**src/rtl/wpe_pkg.sv**
```systemverilog
package wpe_pkg;

   typedef enum logic [1:0] {
      PICK_KEEP = 2'd0,
      PICK_UP   = 2'd1,
      PICK_DOWN = 2'd2
   } pick_e;

endpackage

```
**src/rtl/wpe_miss_counter.sv**
```systemverilog
module wpe_miss_counter #(
   parameter int CNT_W = 8
) (
   input  logic             clk_i,
   input  logic             rst_ni,
   input  logic             halve_i,
   input  logic             miss_i,
   output logic [CNT_W-1:0] cnt_o
);

   logic [CNT_W-1:0] cnt_q;
   logic [CNT_W-1:0] base;
   logic [CNT_W:0]   sum;

   always_comb begin
      base = halve_i ? (cnt_q >> 1) : cnt_q;
      sum  = {1'b0, base} + {{CNT_W{1'b0}}, miss_i};
   end

   always_ff @(posedge clk_i or negedge rst_ni) begin
      if (!rst_ni)       cnt_q <= '0;
      else if (sum[CNT_W]) cnt_q <= '1;
      else               cnt_q <= sum[CNT_W-1:0];
   end

   assign cnt_o = cnt_q;

endmodule

```
**src/rtl/wpe_epoch_timer.sv**
```systemverilog
module wpe_epoch_timer #(
   parameter int EPOCH_LEN = 64
) (
   input  logic clk_i,
   input  logic rst_ni,
   input  logic access_i,
   input  logic tick_i,
   output logic epoch_end_o
);

   generate
      if (EPOCH_LEN == 0) begin : g_tick_only
         assign epoch_end_o = tick_i;
      end else begin : g_access_count
         localparam int AW = (EPOCH_LEN > 1) ? $clog2(EPOCH_LEN) : 1;
         localparam logic [AW-1:0] LAST = AW'(EPOCH_LEN - 1);
         logic [AW-1:0] acc_q;
         logic          full;

         assign full        = access_i && (acc_q == LAST);
         assign epoch_end_o = tick_i || full;

         always_ff @(posedge clk_i or negedge rst_ni) begin
            if (!rst_ni)          acc_q <= '0;
            else if (epoch_end_o) acc_q <= '0;
            else if (access_i)    acc_q <= acc_q + 1'b1;
         end
      end
   endgenerate

endmodule

```
**src/rtl/wpe_split_select.sv**
```systemverilog
module wpe_split_select
   import wpe_pkg::*;
#(
   parameter int WAYS     = 16,
   parameter int MIN_WAYS = 2,
   parameter int CNT_W    = 8,
   parameter int QW       = $clog2(WAYS + 1)
) (
   input  logic [QW-1:0]    quota0_i,
   input  logic [CNT_W-1:0] cnt_keep_i,
   input  logic [CNT_W-1:0] cnt_up_i,
   input  logic [CNT_W-1:0] cnt_down_i,
   output logic [QW-1:0]    quota0_o
);

   localparam logic [QW-1:0] HI_LIMIT = QW'(WAYS - MIN_WAYS);
   localparam logic [QW-1:0] LO_LIMIT = QW'(MIN_WAYS);

   logic             up_ok;
   logic             down_ok;
   logic [CNT_W-1:0] best_val;
   pick_e            pick;

   assign up_ok   = quota0_i < HI_LIMIT;
   assign down_ok = quota0_i > LO_LIMIT;

   always_comb begin
      pick     = PICK_KEEP;
      best_val = cnt_keep_i;
      if (up_ok && (cnt_up_i < best_val)) begin
         pick     = PICK_UP;
         best_val = cnt_up_i;
      end
      if (down_ok && (cnt_down_i < best_val)) begin
         pick     = PICK_DOWN;
         best_val = cnt_down_i;
      end
      unique case (pick)
         PICK_UP:   quota0_o = quota0_i + 1'b1;
         PICK_DOWN: quota0_o = quota0_i - 1'b1;
         default:   quota0_o = quota0_i;
      endcase
   end

endmodule

```
**src/rtl/way_partition_engine.sv**
```systemverilog
module way_partition_engine #(
   parameter int WAYS      = 16,
   parameter int MIN_WAYS  = 2,
   parameter int CNT_W     = 8,
   parameter int EPOCH_LEN = 64,
   parameter int QW        = $clog2(WAYS + 1)
) (
   input  logic          clk_i,
   input  logic          rst_ni,
   input  logic          access_i,
   input  logic          epoch_tick_i,
   input  logic          miss_cur_i,
   input  logic          miss_to1_i,
   input  logic          miss_to0_i,
   output logic [QW-1:0] quota0_o,
   output logic [QW-1:0] quota1_o
);

   localparam int NSRC = 3;
   localparam logic [QW-1:0] HALF   = QW'(WAYS / 2);
   localparam logic [QW-1:0] WAYS_Q = QW'(WAYS);

   initial begin
      assert (WAYS % 2 == 0) else $error("WAYS must be even");
      assert (MIN_WAYS >= 1 && 2 * MIN_WAYS <= WAYS) else $error("MIN_WAYS out of range");
      assert (CNT_W >= 2) else $error("CNT_W too small");
      assert (EPOCH_LEN >= 0) else $error("EPOCH_LEN negative");
   end

   logic             epoch_end;
   logic [NSRC-1:0]  miss_vec;
   logic [CNT_W-1:0] cnt_q [NSRC];
   logic [QW-1:0]    q0_q, q1_q, q0_nxt;

   // index 0: current split, 1: core 0 one way more, 2: core 0 one way fewer
   assign miss_vec = {miss_to1_i, miss_to0_i, miss_cur_i};

   wpe_epoch_timer #(.EPOCH_LEN(EPOCH_LEN)) timer_i (
      .clk_i       (clk_i),
      .rst_ni      (rst_ni),
      .access_i    (access_i),
      .tick_i      (epoch_tick_i),
      .epoch_end_o (epoch_end)
   );

   generate
      for (genvar s = 0; s < NSRC; s++) begin : g_cnt
         wpe_miss_counter #(.CNT_W(CNT_W)) cnt_i (
            .clk_i   (clk_i),
            .rst_ni  (rst_ni),
            .halve_i (epoch_end),
            .miss_i  (miss_vec[s]),
            .cnt_o   (cnt_q[s])
         );
      end
   endgenerate

   wpe_split_select #(
      .WAYS(WAYS), .MIN_WAYS(MIN_WAYS), .CNT_W(CNT_W), .QW(QW)
   ) sel_i (
      .quota0_i   (q0_q),
      .cnt_keep_i (cnt_q[0]),
      .cnt_up_i   (cnt_q[1]),
      .cnt_down_i (cnt_q[2]),
      .quota0_o   (q0_nxt)
   );

   always_ff @(posedge clk_i or negedge rst_ni) begin
      if (!rst_ni) begin
         q0_q <= HALF;
         q1_q <= HALF;
      end else if (epoch_end) begin
         q0_q <= q0_nxt;
         q1_q <= WAYS_Q - q0_nxt;
      end
   end

   assign quota0_o = q0_q;
   assign quota1_o = q1_q;

endmodule


```
**config.mk**
```make
export PLATFORM = sky130hd
export DESIGN_NAME = way_partition_engine
export DESIGN_NICKNAME = d
export VERILOG_FILES = /design/src/rtl/wpe_pkg.sv /design/src/rtl/wpe_miss_counter.sv /design/src/rtl/wpe_epoch_timer.sv /design/src/rtl/wpe_split_select.sv /design/src/rtl/way_partition_engine.sv
export SDC_FILE = /design/constraint.sdc
export NUM_CORES = 1
export LEC_CHECK = 0
export ABC_AREA = 1
export BUFFER_PORTS_ARGS = -buffer_cell sky130_fd_sc_hd__buf_2
export CAP_MARGIN = 10
export CORE_MARGIN = 2
export CORE_UTILIZATION = 40
export CTS_BUF_LIST = sky130_fd_sc_hd__clkbuf_8
export DETAILED_ROUTE_END_ITERATION = 6
export GPL_TIMING_DRIVEN = 0
export PLACE_DENSITY = 0.59
export SETUP_SLACK_MARGIN = 0.15
export SLEW_MARGIN = 20
export SYNTH_ARGS = -nofsm -noshare
export SYNTH_HDL_FRONTEND = slang
export SYNTH_SLANG_ARGS = --single-unit
```
**constraint.sdc**
```tcl
create_clock -name clk_i -period 4.9 [get_ports clk_i]
set_clock_uncertainty 0.1 [all_clocks]
set_input_delay 0.98 -clock clk_i [delete_from_list [all_inputs] [get_ports clk_i]]
set_output_delay 0.98 -clock clk_i [all_outputs]
set_load 0.01 [all_outputs]
```
==> metrics <==
DP Cell Count 495; Clock Sinks 39; Initial Util 41.8%; initial drt markers 133; final hold violation count 0; GR peak layer met2; Max Cap Viol 0; worst setup path endpoint quota1_o[4]; Worst setup EP type flop; Yosys top cell by area dfrtp_1; post-route insts no fill 507; FP Rows 30; I/O pins 17; Slew @ Worst Pin 0.884 ns; Worst-path clk slew 0.08 ns; H-Tree Depth 2; CTS tree done; DRC 0; Arrival @ worst endpoint 4.48 ns; worst r2r dst quota1_o[4]; reg2reg path depth 27; relative slew slack 39.5%; die area 7920 um^2; GR Layer Usage met2 29.0%; nets 443; warnings from Yosys 0; Post-Syn Area per Cell 7.54 um^2; crit-path max FO 10; post-synthesis instance total 383; antenna-violating nets left 0; worst hold slack 0.373 ns; Setup CP Type reg -> reg; Core ar. 6910 um^2; placed cell area 3090 um^2; Synth area leaders dfrtp_1 (32%), nand2_1 (13%), ha_1 (11%); most common cell after layout, fill and taps aside nand2_1; cts bufs inserted 5; FF-to-FF setup slack 0.51 ns; Setup violations, final 0; Final WS setup 0.508 ns; crit start category flop; vias after detailed routing 2468; met3 usage 2.22%; Slew Limit Fails 0; hold path start quota1_o[1]; Pre-Repair DR Iteration Count 4; total grt overflow 0; met1 GRT Util 22.9%; post-synth top area share 32.0%; clk_lat worst skew 0.29 ns; leak pwr 1.75 nW; Achievable Freq 228 MHz; Crit. Startpoint g_cnt[1].cnt_i.cnt_o[7]; largest net degree at the start of global routing 40; post-DR wirelength/cell 12.3 um; area grow syn2layout 13.8%; # hold bufs at CTS 0; ys flop type dfrtp_1; Post-DP HPWL 4.78 mm; critical path data required time 4.99 ns; Pwr Density 636 nW/um^2; CTS Buffer Depth 2; distinct cell type count after synthesis 43; ant diodes 0; worst min-delay path class reg -> reg; Post-synth EDFFs 0; Synth Register Bits 39; Async S/R FF share, synth 100%; Peak VDD IR 0.238 mV; status completed; fin crit share 89.6%; Tot GR Track Use 17.2%; Non-Filler Cell Area, Final 3290 um^2; vias per cell 4.87; initial antenna violation count 0; Chip Width 89.0 um; global-route wire length before repair 10.5 mm; Mapped Area 2890 um^2; sequential area share after synthesis 33.9%; number of global-route vias before repair 2258; most frequent cells in the layout nand2_1 (100), inv_1 (47), dfrtp_1 (37); overall routed net length 6.24 mm; share of cells above drive strength 1 17.8%; clock root cell clkbuf_8; DP Worst Slack -0.0486 ns; Final min period 4.39 ns; RSZ-0062 raised after global routing no; Syn Nets 416; reg-to-reg startpoint g_cnt[1].cnt_i.cnt_o[7]; final RePlAce weighted congestion 0.818; input/output buffers 16; die height 89.0 um
## metrics by stage
stage,power (mW),setup TNS (ns),util [%]
final,2.09,0,47.6
after global placement,1.64,0,44.7
after CTS,2.00,0,46.8
after floorplan,1.40,0,-
after detailed placement,1.67,-0.0486,44.7
after global routing,2.33,0,47.6
## routing by layer
metal	vias to the layer above	routed length, um
met2	36	3040
met4	0	117
met3	9	170
met5	-	0
li1	1285	-
met1	1138	2910
## cell usage after synthesis, drive strengths merged (2+ instances only)
cell type    n
a21oi       12
and3         3
buf          6
clkbuf       3
clkinv       2
dfrtp       37
dfstp        2
ha          25
inv         52
nand2      111
nand3       33
nand3b       4
nand4        2
nor2        27
nor3         8
o21ai       32
or2          3
xnor2        5
xor2         7
## power breakdown
part | switching [mW] | total [mW] | internal, mW | leakage, nW
logic | 0.753 | 1.27 | 0.515 | 1.18
registers | 0.0863 | 0.502 | 0.416 | 0.503
clock network | 0.117 | 0.319 | 0.202 | 0.0695
total | 0.956 | 2.09 | 1.13 | 1.75
## repair_timing
item	4_1_cts	5_1_grt
setup buffers	0	4
gates resized for setup	2	9
pin swaps	0	3
endpoints found under the setup margin	4	5
## how the worst min path moves through the flow
| stage | to | slack (ns) | cells past startpoint |
|---|---|---|---|
| floorplan | timer_i.g_access_count.acc_q[1] | 0.40 | 2 |
| detailed placement | quota1_o[1] | 0.36 | 2 |
| CTS | quota1_o[1] | 0.38 | 2 |
| finish | quota1_o[1] | 0.37 | 2 |
| global route | quota1_o[1] | 0.40 | 2 |
| global placement | quota1_o[1] | 0.35 | 2 |
## critical path, stage by stage (launching register included)
cell and delay [ns]:
dfrtp_1 0.43, ha_1 0.34, nand2_2 0.08, inv_2 0.04, nand2_1 0.06, nand3_2 0.10
nor2_4 0.12, nand2_4 0.09, clkbuf_4 0.20, clkbuf_4 0.19, o21ai_0 0.19, ha_1 0.28
nand2_1 0.09, inv_1 0.08, nand2_1 0.06, nand2_1 0.08, a311oi_4 0.28, nand2_4 0.13
buf_4 0.16, fa_1 0.39, nor2_1 0.16, a211oi_2 0.08, nor2_1 0.11, nand2_1 0.06
nand3_1 0.08, nand2_1 0.07, nor3_2 0.17, nor2_1 0.05
## registers in the layout, summed over array words and instances, names as in the netlist
signal	cells
quota1_o	4
quota0_o	5
g_cnt.cnt_i.cnt_o	24
timer_i.g_access_count.acc_q	6
## final cells by class
cell class                 count  area (um^2)
tap                           96          120
timing repair buffer          20          110
sequential                    39          978
buffer                         9         63.8
clock inverter                 3         63.8
multi-input combinational    281         1680
inverter                      54          203
fill                         733         3620
clock buffer                   5         68.8
## logic make-up after synthesis
| family | share of synthesized area (%) |
|---|---|
| simple gates | 32.3 |
| buf+inv | 8.96 |
| compound gates | 9.75 |
| flops | 33.9 |
| fa+ha+maj | 11.5 |
| xor+xnor | 3.64 |
Note: power is estimated with default switching activity, not from simulation.
